`config.mk`:
```
export PLATFORM = sky130hd
export DESIGN_NAME = gated_timer
export DESIGN_NICKNAME = d
export VERILOG_FILES = /design/src/rtl/gtmr_pkg.sv /design/src/rtl/gtmr_regs.sv /design/src/rtl/gtmr_gate.sv /design/src/rtl/gtmr_count.sv /design/src/rtl/gtmr_hold.sv /design/src/rtl/gated_timer.sv
export SDC_FILE = /design/constraint.sdc
export NUM_CORES = 1
export LEC_CHECK = 0
export BUFFER_PORTS_ARGS = -buffer_cell sky130_fd_sc_hd__buf_2
export CELL_PAD_IN_SITES_DETAIL_PLACEMENT = 1
export CELL_PAD_IN_SITES_GLOBAL_PLACEMENT = 1
export CORE_MARGIN = 3
export CORE_UTILIZATION = 35
export DETAILED_ROUTE_END_ITERATION = 8
export MAX_ROUTING_LAYER = met4
export PLACE_DENSITY_LB_ADDON = 0.1
export SYNTH_ARGS = -nofsm -noshare
export SYNTH_HDL_FRONTEND = slang
export SYNTH_SLANG_ARGS = --single-unit
export TNS_END_PERCENT = 5
```
`constraint.sdc`:
```
create_clock -name clk -period 3.45 [get_ports clk]
set_input_delay 0.345 -clock clk [delete_from_list [all_inputs] [get_ports clk]]
set_output_delay 0.345 -clock clk [all_outputs]
set_load 0.01 [all_outputs]
```
`src/rtl/gtmr_pkg.sv`:
```
package gtmr_pkg;
  localparam logic [2:0] MODE_KEEP    = 3'b000;
  localparam logic [2:0] MODE_TIMEOUT = 3'b001;
  localparam logic [2:0] MODE_HWSTART = 3'b011;

  typedef struct packed {
    logic       load_en;   // bit 7
    logic       hold_en;   // bit 6
    logic       run;       // bit 5
    logic       irq_en;    // bit 4
    logic       gate_hi;   // bit 3
    logic [2:0] mode;      // bits 2..0
  } ctrl_t;
endpackage

```
`src/rtl/gtmr_regs.sv`:
```
module gtmr_regs
  import gtmr_pkg::*;
#(
  parameter int CW = 16
) (
  input  logic          clk,
  input  logic          rst,
  input  logic          ctrl_wr,
  input  logic [7:0]    ctrl_data,
  input  logic          jam_wr,
  input  logic [CW-1:0] jam_data,
  output ctrl_t         ctrl_q,
  output logic [CW-1:0] jam_q,
  output logic          load_req,
  output logic          trig_req,
  output logic          refresh_req
);
  ctrl_t      wr_c;
  logic [2:0] mode_new;
  logic       keep_mode;
  logic       jam_dirty;

  always_comb begin
    wr_c        = ctrl_t'(ctrl_data);
    keep_mode   = (wr_c.mode == MODE_KEEP);
    mode_new    = keep_mode ? ctrl_q.mode : wr_c.mode;
    load_req    = ctrl_wr && wr_c.load_en && (!keep_mode || !jam_dirty);
    trig_req    = ctrl_wr && !wr_c.load_en && (mode_new == MODE_HWSTART);
    refresh_req = ctrl_wr && wr_c.hold_en;
  end

  always_ff @(posedge clk) begin
    if (rst) begin
      ctrl_q    <= '0;
      jam_q     <= '0;
      jam_dirty <= 1'b0;
    end else begin
      if (ctrl_wr) begin
        ctrl_q      <= wr_c;
        ctrl_q.mode <= mode_new;
      end
      if (jam_wr) begin
        jam_q     <= jam_data;
        jam_dirty <= 1'b1;
      end else if (load_req) begin
        jam_dirty <= 1'b0;
      end
    end
  end


  keep_mode_chk: assert property (@(posedge clk) disable iff (rst)
    (ctrl_wr && ctrl_data[2:0] == MODE_KEEP) |=> $stable(ctrl_q.mode));
endmodule

```
`src/rtl/gtmr_gate.sv`:
```
module gtmr_gate (
  input  logic clk,
  input  logic rst,
  input  logic sample,
  input  logic gate_in,
  input  logic gate_hi,
  output logic lvl_ok,
  output logic edge_ok
);
  logic gate_prev;

  always_ff @(posedge clk) begin
    if (rst)         gate_prev <= 1'b0;
    else if (sample) gate_prev <= gate_in;
  end

  always_comb begin
    lvl_ok  = (gate_in == gate_hi);
    edge_ok = lvl_ok && (gate_prev != gate_hi);
  end
endmodule

```
`src/rtl/gtmr_count.sv`:
```
module gtmr_count #(
  parameter int CW = 16
) (
  input  logic          clk,
  input  logic          rst,
  input  logic          tick,
  input  logic          ctrl_wr,
  input  logic          load_req,
  input  logic          trig_req,
  input  logic          irq_en,
  input  logic          lvl_ok,
  input  logic          edge_ok,
  input  logic [CW-1:0] jam_q,
  output logic [CW-1:0] cnt_q,
  output logic          tout_q,
  output logic          tout_n_q,
  output logic          irq_n_q
);
  localparam logic [CW-1:0] ONE  = CW'(1);
  localparam logic [CW-1:0] ZERO = '0;

  logic          pend_load, pend_trig, running, gated;
  logic          pend_load_d, pend_trig_d, running_d, gated_d;
  logic [CW-1:0] cnt_d;
  logic          tout_d, irq_n_d, fire;

  always_comb begin
    pend_load_d = pend_load;
    pend_trig_d = pend_trig;
    running_d   = running;
    gated_d     = gated;
    cnt_d       = cnt_q;
    tout_d      = tout_q;
    irq_n_d     = irq_n_q;
    fire        = 1'b0;
    if (ctrl_wr) begin
      irq_n_d = 1'b1;
      if (load_req) begin
        pend_load_d = 1'b1;
        pend_trig_d = 1'b0;
        running_d   = 1'b0;
        tout_d      = 1'b0;
      end else if (trig_req) begin
        pend_load_d = 1'b0;
        pend_trig_d = 1'b1;
        running_d   = 1'b0;
        tout_d      = 1'b0;
      end
    end else if (tick) begin
      if (pend_load && lvl_ok) begin
        cnt_d       = jam_q;
        tout_d      = 1'b1;
        running_d   = 1'b1;
        gated_d     = 1'b1;
        pend_load_d = 1'b0;
      end else if (pend_trig && edge_ok) begin
        cnt_d       = jam_q;
        tout_d      = 1'b1;
        running_d   = 1'b1;
        gated_d     = 1'b0;
        pend_trig_d = 1'b0;
      end else if (running && (lvl_ok || !gated)) begin
        if (cnt_q == ZERO) begin
          cnt_d     = '1;
          running_d = 1'b0;
          if (tout_q) begin
            tout_d = 1'b0;
            fire   = 1'b1;
          end
        end else begin
          cnt_d = cnt_q - ONE;
          if (cnt_q == ONE) begin
            tout_d = 1'b0;
            fire   = 1'b1;
          end
        end
      end
    end
    if (fire && irq_en) irq_n_d = 1'b0;
  end

  always_ff @(posedge clk) begin
    if (rst) begin
      cnt_q     <= '0;
      tout_q    <= 1'b0;
      tout_n_q  <= 1'b1;
      irq_n_q   <= 1'b1;
      pend_load <= 1'b0;
      pend_trig <= 1'b0;
      running   <= 1'b0;
      gated     <= 1'b0;
    end else begin
      cnt_q     <= cnt_d;
      tout_q    <= tout_d;
      tout_n_q  <= ~tout_d;
      irq_n_q   <= irq_n_d;
      pend_load <= pend_load_d;
      pend_trig <= pend_trig_d;
      running   <= running_d;
      gated     <= gated_d;
    end
  end


  out_compl_chk: assert property (@(posedge clk) disable iff (rst)
    tout_q != tout_n_q);

  no_tick_hold_chk: assert property (@(posedge clk) disable iff (rst)
    !tick |=> $stable(cnt_q));

  tout_fall_chk: assert property (@(posedge clk) disable iff (rst)
    ($fell(tout_q) && !$past(ctrl_wr)) |-> (cnt_q == ZERO || cnt_q == '1));

  irq_release_chk: assert property (@(posedge clk) disable iff (rst)
    ctrl_wr |=> irq_n_q);

  irq_masked_chk: assert property (@(posedge clk) disable iff (rst)
    (!irq_en && irq_n_q) |=> irq_n_q);
endmodule

```
`src/rtl/gtmr_hold.sv`:
```
module gtmr_hold #(
  parameter int CW = 16
) (
  input  logic          clk,
  input  logic          rst,
  input  logic          cnt_en,
  input  logic          follow,
  input  logic          refresh_req,
  input  logic [CW-1:0] cnt_q,
  output logic [CW-1:0] hold_q
);
  logic refresh_pend;

  always_ff @(posedge clk) begin
    if (rst) begin
      hold_q       <= '0;
      refresh_pend <= 1'b0;
    end else begin
      if (follow || (refresh_pend && cnt_en)) hold_q <= cnt_q;
      if (refresh_req)  refresh_pend <= 1'b1;
      else if (cnt_en)  refresh_pend <= 1'b0;
    end
  end


  hold_follow_chk: assert property (@(posedge clk) disable iff (rst)
    follow |=> hold_q == $past(cnt_q));
endmodule

```
`src/rtl/gated_timer.sv`:
```
module gated_timer
  import gtmr_pkg::*;
#(
  parameter int CW = 16
) (
  input  logic          clk,
  input  logic          rst,
  input  logic          cnt_en,
  input  logic          gate_in,
  input  logic          jam_wr,
  input  logic [CW-1:0] jam_data,
  input  logic          ctrl_wr,
  input  logic [7:0]    ctrl_data,
  output logic          tmr_out,
  output logic          tmr_out_n,
  output logic          irq_n,
  output logic [CW-1:0] hold_cnt
);
  ctrl_t         ctrl_q;
  logic [CW-1:0] jam_q, cnt_q;
  logic          load_req, trig_req, refresh_req, lvl_ok, edge_ok;

  gtmr_regs #(.CW(CW)) u_regs (
    .clk, .rst, .ctrl_wr, .ctrl_data, .jam_wr, .jam_data,
    .ctrl_q, .jam_q, .load_req, .trig_req, .refresh_req
  );

  gtmr_gate u_gate (
    .clk, .rst, .sample(cnt_en), .gate_in, .gate_hi(ctrl_q.gate_hi),
    .lvl_ok, .edge_ok
  );

  gtmr_count #(.CW(CW)) u_count (
    .clk, .rst, .tick(cnt_en && ctrl_q.run), .ctrl_wr, .load_req, .trig_req,
    .irq_en(ctrl_q.irq_en), .lvl_ok, .edge_ok, .jam_q,
    .cnt_q, .tout_q(tmr_out), .tout_n_q(tmr_out_n), .irq_n_q(irq_n)
  );

  gtmr_hold #(.CW(CW)) u_hold (
    .clk, .rst, .cnt_en, .follow(!ctrl_q.hold_en), .refresh_req,
    .cnt_q, .hold_q(hold_cnt)
  );
endmodule

```
==> summary.md, run 1 <==
| Metric | Value |
|---|---|
| Port bufs | 48 |
| WL final | 8.05 mm |
| Worst EP arrival | 2.53 ns |
| Fmax | 0.440 GHz |
| Largest family of logic cells by synthesized area | compound AO/OA/AOI/OAI gates |
| #FFs+latches synth | 65 |
| Tcrit/Tclk final | 0.659 |
| Nets | 424 |
| First-pass GRT wire length | 13.4 mm |
| Non-Filler Instances | 501 |
| Antenna Cells | 0 |
| Synth async-reset ratio | 0 |
| Initial antenna violation count | 0 |
| Cells after Synth | 350 |
| EDFF count, synth | 0 |
| Mux cell area share after synthesis | 0.0613 |
| Final Core Density | 0.424 |
| Grt ovf | 0 |
| Slew Viols, Final | 0 |
| Num CTS Buffers | 9 |
| Fraction of layout instances using a drive strength above 1 | 0.242 |
| Relative slew margins | 0.582 |
| WL/cell | 16.1 um |
| CP max stage delay | 0.37 ns |
| Crit path kind | reg -> reg |
| Yosys top cell by area | dfxtp_1 |
| Critical Path End Type | flop |
| Type of origin of the critical path | flop |
| HP Class | in -> reg |
| Slowest stage cell, crit path | dfxtp_1 |
| Die Width | 100 um |
| Critical-path maximum fanout | 11 |
| Largest cells by area after synthesis | dfxtp_1, mux2i_1, nand2_1 |
| Area Growth Syn to Fin | 15.1% |
| Setup Buffers After CTS | 0 |
| Die Ht | 100 um |
| CTS tree | built |
| Top-area cell type share of the netlist area | 0.419 |
| Largest net degree at the start of global routing | 29 |
| PD cells | 422 nW/um2 |
| GRT Resource Usage Total | 0.172 |
| H-tree levels | 3 |
| FF-to-FF setup slack | 1.18 ns |
| Mapped cell area | 3100 um2 |
| Post-Route Setup TNS | 0 ns |
| Design area | 3570 um2 |
| Hold buffer count at cts | 0 |
| # setup viols final | 0 |
| Synthesized-area fraction occupied by adder cells | 0.0121 |
| Fin crit period | 2.27 ns |
| Sequential share of the synthesized area | 0.419 |
| DRC violations left | 0 |
| Iter 0 DRT Violations | 136 |
| Crit-path cells | inv_1 -> ha_1 -> nor4b_2 -> nand4_4 -> nand2_1 -> buf_4 -> o22ai_2 -> a221oi_2 |
| Avg Inst Size Synth | 8.87 um2 |
| Primary FF master, synth | dfxtp_1 |
| Initial Util | 0.368 |
| Clock Root Buffer | clkbuf_8 |
| Total of max-cap violations | 0 |
| Filler instances | 1039 |
| Power, Total | 1.51 mW |
| Clk slew on worst S/H paths | 0.07 ns |
| Post-DP HPWL | 5.81 mm |
| Core area | 8420 um2 |
| Synth Area in Compound Gates | 0.225 |
| Antenna-violating nets left | 0 |
| Clock sink count | 65 |
| Worst EP required | 3.71 ns |
| RePlAce Congestion | 0.821 |
| Syn Nets | 383 |
| Post-synthesis simple-gate area fraction | 0.217 |
| Worst Clk Skew | 0.00470 ns |
| Synth cell types | 55 |
| Static leakage | 1.35 nW |
| Worst-Margin Slew | 0.622 ns |
| I/O pin total | 49 |
| Worst-Skew Late Latency | 0.34 ns |
| DP Cell Count | 485 |
| Core Rows | 33 |
| Placed inst area | 3400 um2 |
| 1st-pass router iterations | 4 |
| Die Area | 10000 um2 |
| Fin. Hold Viols | 0 |
| Vias | 2647 |
| Syn. warnings | 0 |
| DR vias/cell | 5.28 |
| Worst vdd rail ir drop | 272 uV |
| Number of global-route vias before repair | 2667 |
| Outcome | finished, final reports clean |
| CTS resizes | 0 |
| Post-Synth XOR/XNOR Area | 0.00524 |
| Clock Path Buffers | 2 |
| Unrepaired setup endpoints after global routing | false |
[final timing paths]
kind / start / to / depth (start not counted)
setup / recovery: u_count.cnt_q[0]$_SDFFE_PP0P_ / u_count.cnt_q[14]$_SDFFE_PP0P_ / 8
hold / removal: jam_data[9] / u_regs.jam_q[9]$_SDFFE_PP0P_ / 3
setup reg to reg: u_count.cnt_q[0]$_SDFFE_PP0P_ / u_count.cnt_q[14]$_SDFFE_PP0P_ / 8
hold reg to reg: u_hold.hold_q[4]$_SDFFE_PP0P_ / u_hold.hold_q[4]$_SDFFE_PP0P_ / 2
[state kept, by name (all words and copies together) (netlist names)]
register	flops
u_count.irq_n_q	1
u_count.tout_n_q	1
u_count.tout_q	1
u_regs.jam_dirty	1
u_regs.ctrl_q	7
u_count.cnt_q	16
u_hold.hold_q	16
u_count.pend_load	1
u_count.running	1
u_count.pend_trig	1
u_count.gated	1
u_hold.refresh_pend	1
u_gate.gate_prev	1
u_regs.jam_q	16
[report_power, final]
group	total, mW	switching [mW]	internal (mW)
Combinational	0.145	0.0873	0.0573
Clock	0.575	0.279	0.297
Sequential	0.788	0.0169	0.771
[kinds of logic after synthesis]
family	count (synthesis)
simple gates	128
compound gates	95
flops	65
buf+inv	39
mux	19
fa+ha+maj	3
xor+xnor	1
[layout by cell type (no fill, tap or decap), drive strengths merged, types with 13 or more instances in the layout]
cell type / n
dfxtp: 65
buf: 54
nand2: 49
a21oi: 32
nor2: 30
mux2i: 19
o21ai: 18
inv: 15
clkbuf: 13
[cell usage after synthesis (all sizes together) (4+ instances only)]
library cell,instances
buf,10
inv,15
nor3,5
nor4,6
nand4,7
mux2i,19
dfxtp,65
o21ai,18
a211oi,6
a221oi,9
nand3,9
a21oi,32
clkbuf,14
o22ai,9
nand2,49
nand2b,4
nor2,30
[worst max-delay path, delay by kind of cell (launching register included)]
family,cells,cell delay (ns)
DFF,1,0.37
buffers and inverters,2,0.41
adders and majority gates,1,0.18
AOI/OAI and AO/OA,2,0.37
and+or+nand+nor,3,0.86
[cell type report]
cell class	count	area (um2)	share of cell area
Clock buffer	13	159	0.0445
Clock inverter	3	15.0	0.00420
Inverter	15	56.3	0.0158
Multi-Input combinational cell	246	1620	0.455
Sequential cell	65	1300	0.364
Tap cell	105	131	0.0368
Timing Repair Buffer	54	285	0.0799
[through the flow]
stage | worst slack [ns] | hold slack, ns
final | 1.18 | 0.233
after global routing | 1.00 | 0.243
after CTS | 1.17 | 0.226
after detailed placement | 1.18 | 0.442
after global placement | 1.23 | 0.436
after floorplan | 1.74 | 0.440
[routing by layer]
layer	GRT usage	part of all wire
met2	0.254	0.44
met1	0.236	0.51
met3	0.0361	0.037
met4	0.0528	0.013
met5	-	0
Note: power is estimated with default switching activity, not from simulation.
==> inputs of run 2 (changes only) <==
ABC_AREA = 1   (was unset)
clock period = 1.8 ns   (was 3.45 ns; I/O delays follow)
==> summary.md, run 2 <==
| Metric | Value |
|---|---|
| Area Growth Syn to Fin | 22.1% (was 15.1%) |
| Unrepaired setup endpoints after global routing | false (unchanged) |
| First-pass GRT wire length | 16.4 mm (was 13.4 mm) |
| Largest cells by area after synthesis | dfxtp_1, nand2_1, a21oi_1 (was dfxtp_1, mux2i_1, nand2_1) |
| Worst-Margin Slew | 0.494 ns (was 0.622 ns) |
| Hold buffer count at cts | 0 (unchanged) |
| Type of origin of the critical path | flop (unchanged) |
| Critical Path End Type | flop (unchanged) |
| Number of global-route vias before repair | 3222 (was 2667) |
| Worst Clk Skew | 0.0127 ns (was 0.00470 ns) |
| Post-synthesis simple-gate area fraction | 0.318 (was 0.217) |
| Commonest non-fill, non-tap cell in the layout | nand2_1 (was dfxtp_1) |
| Biggest regs | u_count.cnt_q: 16 flops, u_hold.hold_q: 16 flops, u_regs.jam_q: 16 flops (unchanged) |
| CP max stage delay | 0.35 ns (was 0.37 ns) |
| Most frequent cell after synthesis | nand2_1 (was dfxtp_1) |
| M3 GR Usage | 0.0341 (was 0.0361) |
| HP Class | in -> reg (unchanged) |
| Top-area cell type share of the netlist area | 0.405 (was 0.419) |
| #FFs+latches synth | 65 (unchanged) |
| Crit path kind | reg -> reg (unchanged) |
| Reg2reg path depth | 8 (unchanged) |
| RePlAce Congestion | 0.904 (was 0.821) |
| Tcrit/Tclk final | 0.892 (was 0.659) |
| PD cells | 907 nW/um2 (was 422 nW/um2) |
| Sequential share of the synthesized area | 0.405 (was 0.419) |
| Setup crit end | u_count.cnt_q[9]$_SDFFE_PP0P_ (was u_count.cnt_q[14]$_SDFFE_PP0P_) |
| Critical-path maximum fanout | 7 (was 11) |
| Antenna-violating nets left | 0 (unchanged) |
| Fin crit period | 1.61 ns (was 2.27 ns) |
| Total of max-cap violations | 0 (unchanged) |
| Clock sink count | 65 (unchanged) |
| Syn Nets | 485 (was 383) |
| Core Rows | 34 (was 33) |
| Post-Route Setup TNS | 0 ns (unchanged) |
| Slew Viols, Final | 0 (unchanged) |
| Fraction of layout instances using a drive strength above 1 | 0.242 (about the same) |
| Worst-Skew Late Latency | 0.35 ns (was 0.34 ns) |
| GRT Resource Usage Total | 0.210 (was 0.172) |
| Relative slew margins | 0.670 (was 0.582) |
| Fin. Hold Viols | 0 (unchanged) |
| Clock Path Buffers | 2 (unchanged) |
| Grt ovf | 0 (unchanged) |
| Crit-path cells | nor2_2 -> nand2_1 -> nor2_2 -> nand3_2 -> buf_12 -> nand4_1 -> nand3_2 -> a21oi_2 (was inv_1 -> ha_1 -> nor4b_2 -> nand4_4 -> nand2_1 -> buf_4 -> o22ai_2 -> a221oi_2) |
| Worst flop-to-flop path startpoint | u_count.cnt_q[6]$_SDFFE_PP0P_ (was u_count.cnt_q[0]$_SDFFE_PP0P_) |
| Most used routing layer | met2 (unchanged) |
| Initial Util | 0.365 (was 0.368) |
| R2R Path End | u_count.cnt_q[9]$_SDFFE_PP0P_ (was u_count.cnt_q[14]$_SDFFE_PP0P_) |
| Clock Root Buffer | clkbuf_8 (unchanged) |
| Nets | 548 (was 424) |
| Synth Area in Compound Gates | 0.184 (was 0.225) |
| Slowest stage cell, crit path | dfxtp_1 (unchanged) |
| Largest family of logic cells by synthesized area | simple AND/OR/NAND/NOR gates (was compound AO/OA/AOI/OAI gates) |
| Static leakage | 1.81 nW (was 1.35 nW) |
| Synth top cells by count | nand2_1, dfxtp_1, nor2_1, a21oi_1, o21ai_0 (was dfxtp_1, nand2_1, a21oi_1, nor2_1, mux2i_1) |
| Die Width | 102 um (was 100 um) |
| 1st-pass router iterations | 4 (unchanged) |
| Hold_ws | 0.0491 ns (was 0.233 ns) |
| CTS tree | built (unchanged) |
| Power, Total | 3.56 mW (was 1.51 mW) |
| Sequential power share | 0.430 (was 0.523) |
| # setup viols final | 0 (unchanged) |
| Most frequent cells in the layout | nand2_1, dfxtp_1, nor2_1 (was dfxtp_1, nand2_1, buf_2) |
| Mapped cell area | 3220 um2 (was 3100 um2) |
| Largest net degree at the start of global routing | 43 (was 29) |
| Global routing usage on met2 | 0.336 (was 0.254) |
| CTS resizes | 0 (unchanged) |
| Post-Synth XOR/XNOR Area | 0.00272 (was 0.00524) |
| Final Core Density | 0.446 (was 0.424) |
| EDFF count, synth | 0 (unchanged) |
| H-tree levels | 3 (unchanged) |
| Worst EP required | 2.08 ns (was 3.71 ns) |
| Avg Inst Size Synth | 7.11 um2 (was 8.87 um2) |
| Mux cell area share after synthesis | 0 (was 0.0613) |
| Synthesized-area fraction occupied by adder cells | 0.0117 (was 0.0121) |
| Outcome | finished, final reports clean (unchanged) |
| Synth async-reset ratio | 0 (unchanged) |
| Port bufs | 48 (unchanged) |
| Core area | 8810 um2 (was 8420 um2) |
| Antenna Cells | 0 (unchanged) |
| Vias | 3166 (was 2647) |
| WL/cell | 15.6 um (was 16.1 um) |
| Num CTS Buffers | 9 (unchanged) |
| Sw Share | 0.262 (was 0.254) |
| Worst vdd rail ir drop | 416 uV (was 272 uV) |
| Setup Buffers After CTS | 0 (unchanged) |
| I/O pin total | 49 (unchanged) |
| Switching component of the power | 931 uW (was 383 uW) |
| Synth cell types | 27 (was 55) |
| Die Area | 10400 um2 (was 10000 um2) |
| Iter 0 DRT Violations | 124 (was 136) |
| Post-DP HPWL | 7.35 mm (was 5.81 mm) |
| WL final | 9.78 mm (was 8.05 mm) |
| Cells after Synth | 452 (was 350) |
| Yosys top cell by area | dfxtp_1 (unchanged) |
| DRC violations left | 0 (unchanged) |
| Met1 Usage GRT | 0.274 (was 0.236) |
| Internal | 2.63 mW (was 1.13 mW) |
| Critical path origin | u_count.cnt_q[6]$_SDFFE_PP0P_ (was u_count.cnt_q[0]$_SDFFE_PP0P_) |
| Combinational group share of total power | 0.127 (was 0.096) |
| FF-to-FF setup slack | 0.19 ns (was 1.18 ns) |
| Fmax | 0.623 GHz (was 0.440 GHz) |
| Clock Power Share | 0.442 (was 0.381) |
| Worst EP arrival | 1.89 ns (was 2.53 ns) |
| Die Ht | 102 um (was 100 um) |
| Clk slew on worst S/H paths | 0.08 ns (was 0.07 ns) |
| Syn. warnings | 0 (unchanged) |
| Primary FF master, synth | dfxtp_1 (unchanged) |
| Initial antenna violation count | 0 (unchanged) |
| DR vias/cell | 5.04 (was 5.28) |
[run 2: power groups by stage]
| stage | Clock [mW] | Combinational (mW) | Sequential [mW] |
|---|---|---|---|
| 2_1_floorplan | 0 | 0.276 | 1.56 |
| 3_3_place_gp | 0 | 0.445 | 1.56 |
| 3_5_place_dp | 0 | 0.455 | 1.57 |
| 4_1_cts | 1.61 | 0.458 | 1.53 |
| 5_1_grt | 1.67 | 0.514 | 1.54 |
| 6_report | 1.57 | 0.453 | 1.53 |
[run 2: critical path, delay by kind of cell, from the launching register on]
family	cells	cell delay, ns
flip-flops	1	0.35
AO/OA/AOI/OAI	1	0.11
AND/OR/NAND/NOR	6	0.90
buffers and inverters	1	0.20
[run 2: logic make-up (layout without fill, tap and decap cells)]
group / after synthesis / count (layout)
XOR/XNOR: 1 / 1
buffers and inverters: 57 / 125
adder cells (fa/ha/maj): 3 / 3
AO/OA/AOI/OAI: 112 / 112
AND/OR/NAND/NOR: 214 / 214
flip-flops: 65 / 65
[run 2: worst min-delay path by stage]
stage	from	to	slack [ns]	depth (start not counted)
after floorplan	rst	u_count.cnt_q[15]$_SDFFE_PP0P_	0.25	1
after global placement	jam_data[0]	u_regs.jam_q[0]$_SDFFE_PP0P_	0.40	3
after detailed placement	jam_data[0]	u_regs.jam_q[0]$_SDFFE_PP0P_	0.41	3
after CTS	jam_data[1]	u_regs.jam_q[1]$_SDFFE_PP0P_	0.04	3
after global routing	jam_data[0]	u_regs.jam_q[0]$_SDFFE_PP0P_	0.07	3
final	jam_data[1]	u_regs.jam_q[1]$_SDFFE_PP0P_	0.05	3
[run 2: per-layer routing]
metal	share of wire	vias up
met4	0.015	0
met2	0.46	73
met3	0.050	13
li1	-	1617
met5	0	-
met1	0.48	1463
[run 2: area by class of cell]
type                    count  area (um2)
repair buffers             69         423
inverters                  40         150
multi-input cells         330        1660
fillers                  1145        4880
clock buffers              10         138
clock inverters             6         115
well taps                 108         135
flip-flops and latches     65        1300
[run 2: through the flow]
stage,std cells,area (um2),setup slack [ns]
after floorplan,452,3220,0.426
after global placement,612,3670,0.181
after detailed placement,612,3670,0.193
after CTS,628,3930,0.190
after global routing,628,3930,0.0000291
final,628,3930,0.194
==> inputs of run 3 (changes only) <==
PLACE_DENSITY = 0.74   (was unset)
PLACE_DENSITY_LB_ADDON = unset   (was 0.1)
REMOVE_ABC_BUFFERS = 1   (was unset)
SYNTH_HIERARCHICAL = 1   (was unset)
==> summary.md, run 3 <==
| Metric | Value |
|---|---|
| Worst vdd rail ir drop | 320 uV (was 416 uV) |
| Fin crit period | 1.67 ns (was 1.61 ns) |
| Iter 0 DRT Violations | 114 (was 124) |
| Worst EP arrival | 1.93 ns (was 1.89 ns) |
| Number of global-route vias before repair | 3240 (was 3222) |
| Syn. warnings | 6 (was 0) |
| Relative slew margins | 0.562 (was 0.670) |
| GRT Resource Usage Total | 0.174 (was 0.210) |
| Fin. Hold Viols | 0 (unchanged) |
| Avg Inst Size Synth | 6.73 um2 (was 7.11 um2) |
| Critical-path maximum fanout | 6 (was 7) |
| Static leakage | 1.88 nW (was 1.81 nW) |
| I/O pin total | 49 (unchanged) |
| Setup Buffers After CTS | 0 (unchanged) |
| Nets | 585 (was 548) |
| Hold buffer count at cts | 0 (unchanged) |
| Core Rows | 35 (was 34) |
| Fmax | 0.599 GHz (was 0.623 GHz) |
| Worst-Margin Slew | 0.655 ns (was 0.494 ns) |
| Initial Util | 0.362 (was 0.365) |
| Final setup margin | 0.132 ns (was 0.194 ns) |
| Clk slew on worst S/H paths | 0.07 ns (was 0.08 ns) |
| Hold_ws | 0.0628 ns (was 0.0491 ns) |
| Slew Viols, Final | 0 (unchanged) |
| Most frequent cells in the layout | nor2_1, nand2_1, dfxtp_1 (was nand2_1, dfxtp_1, nor2_1) |
| H-tree levels | 3 (unchanged) |
| Antenna Cells | 0 (unchanged) |
| Antenna-violating nets left | 0 (unchanged) |
| Crit path kind | reg -> reg (unchanged) |
| Clock Path Buffers | 2 (unchanged) |
| WL final | 9.21 mm (was 9.78 mm) |
| Biggest regs | u_count/cnt_q: 16 flops, u_hold/hold_q: 16 flops, u_regs/jam_q: 16 flops (was u_count.cnt_q: 16 flops, u_hold.hold_q: 16 flops, u_regs.jam_q: 16 flops) |
| 1st-pass router iterations | 4 (unchanged) |
| CTS tree | built (unchanged) |
| First-pass GRT wire length | 15.2 mm (was 16.4 mm) |
| Mapped cell area | 3360 um2 (was 3220 um2) |
| Outcome | finished, final reports clean (unchanged) |
| Largest net degree at the start of global routing | 33 (was 43) |
| Type of origin of the critical path | flop (unchanged) |
| Worst-Skew Late Latency | 0.34 ns (was 0.35 ns) |
| Die Width | 104 um (was 102 um) |
| RePlAce Congestion | 0.804 (was 0.904) |
| Die Ht | 104 um (was 102 um) |
| Total of max-cap violations | 0 (unchanged) |
| Port bufs | 48 (unchanged) |
| Commonest non-fill, non-tap cell in the layout | nor2_1 (was nand2_1) |
| Area Growth Syn to Fin | 16.0% (was 22.1%) |
| Critical Path End Type | flop (unchanged) |
| Cells after Synth | 499 (was 452) |
| HP Class | in -> reg (unchanged) |
| WL/cell | 13.4 um (was 15.6 um) |
| Vias | 3275 (was 3166) |
| Core area | 9280 um2 (was 8810 um2) |
| Dpl ws | 0.0412 ns (was 0.193 ns) |
| Tcrit/Tclk final | 0.927 (was 0.892) |
| Num CTS Buffers | 9 (unchanged) |
| PD cells | 748 nW/um2 (was 907 nW/um2) |
| DR vias/cell | 4.77 (was 5.04) |
| Die Area | 10800 um2 (was 10400 um2) |
| Grt ovf | 0 (unchanged) |
| Post-DP HPWL | 6.75 mm (was 7.35 mm) |
| Worst EP required | 2.07 ns (was 2.08 ns) |
| Clock sink count | 65 (unchanged) |
| Fraction of layout instances using a drive strength above 1 | 0.190 (was 0.242) |
| Clock Root Buffer | clkbuf_8 (unchanged) |
| DRC violations left | 0 (unchanged) |
| # setup viols final | 0 (unchanged) |
| Initial antenna violation count | 0 (unchanged) |
| Worst Clk Skew | 0.00791 ns (was 0.0127 ns) |
run 3: final timing paths:
path | cells after the start | end | from | slack, ns
min | 3 | u_regs/jam_q[13]$_SDFFE_PP0P_ | jam_data[13] | 0.06
max reg2reg | 9 | u_count/cnt_q[1]$_SDFFE_PP0P_ | u_count/cnt_q[0]$_SDFFE_PP0P_ | 0.13
min reg2reg | 2 | u_count/irq_n_q$_SDFFE_PP1P_ | u_count/irq_n_q$_SDFFE_PP1P_ | 0.45
max | 9 | u_count/cnt_q[1]$_SDFFE_PP0P_ | u_count/cnt_q[0]$_SDFFE_PP0P_ | 0.13
run 3: layout make-up:
cell class	count	area [um2]
Clock buffer	12	135
Clock inverter	4	20.0
Sequential cell	65	1300
Timing Repair Buffer	59	323
Inverter	56	213
Multi-Input combinational cell	361	1740
Fill cell	1270	5390
Tap cell	129	161
run 3: per-layer routing:
layer  vias to the layer above  global-route usage  routed length (um)
met5                         -                   -                   0
met4                         0              0.0693                 154
met3                         9              0.0236                 214
met2                        45               0.271                4260
met1                      1533               0.230                4590
li1                       1688                   -                   -
run 3: critical path, stage by stage, from the launching register on:
cell     delay (ns)
dfxtp_1        0.31
inv_1          0.16
ha_1           0.20
nand2_1        0.08
nor2_2         0.24
a21oi_1        0.12
buf_4          0.17
nand2_1        0.07
o21ai_0        0.09
a21oi_1        0.16
run 3: metrics by stage:
stage / std cells / utilization / power (mW) / instance area, um2 / setup TNS, ns
2_1_floorplan: 481 / - / 1.77 / 3230 / 0
3_3_place_gp: 669 / 0.400 / 1.90 / 3710 / 0
3_5_place_dp: 669 / 0.400 / 1.91 / 3710 / 0
4_1_cts: 685 / 0.417 / 2.97 / 3870 / 0
5_1_grt: 686 / 0.419 / 3.07 / 3890 / -0.00106
6_report: 686 / 0.419 / 2.91 / 3890 / 0
run 3: what timing repair did:
| item | CTS | global route |
|---|---|---|
| hold endpoints to repair | 0 | 0 |
| gates resized for setup | 0 | 6 |
| endpoints found under the setup margin | 0 | 16 |
run 3: where the power goes:
part	total, mW	switching (mW)	internal [mW]
Clock	1.03	0.537	0.491
Sequential	1.53	0.0330	1.50
Combinational	0.352	0.224	0.129
Total	2.91	0.794	2.12
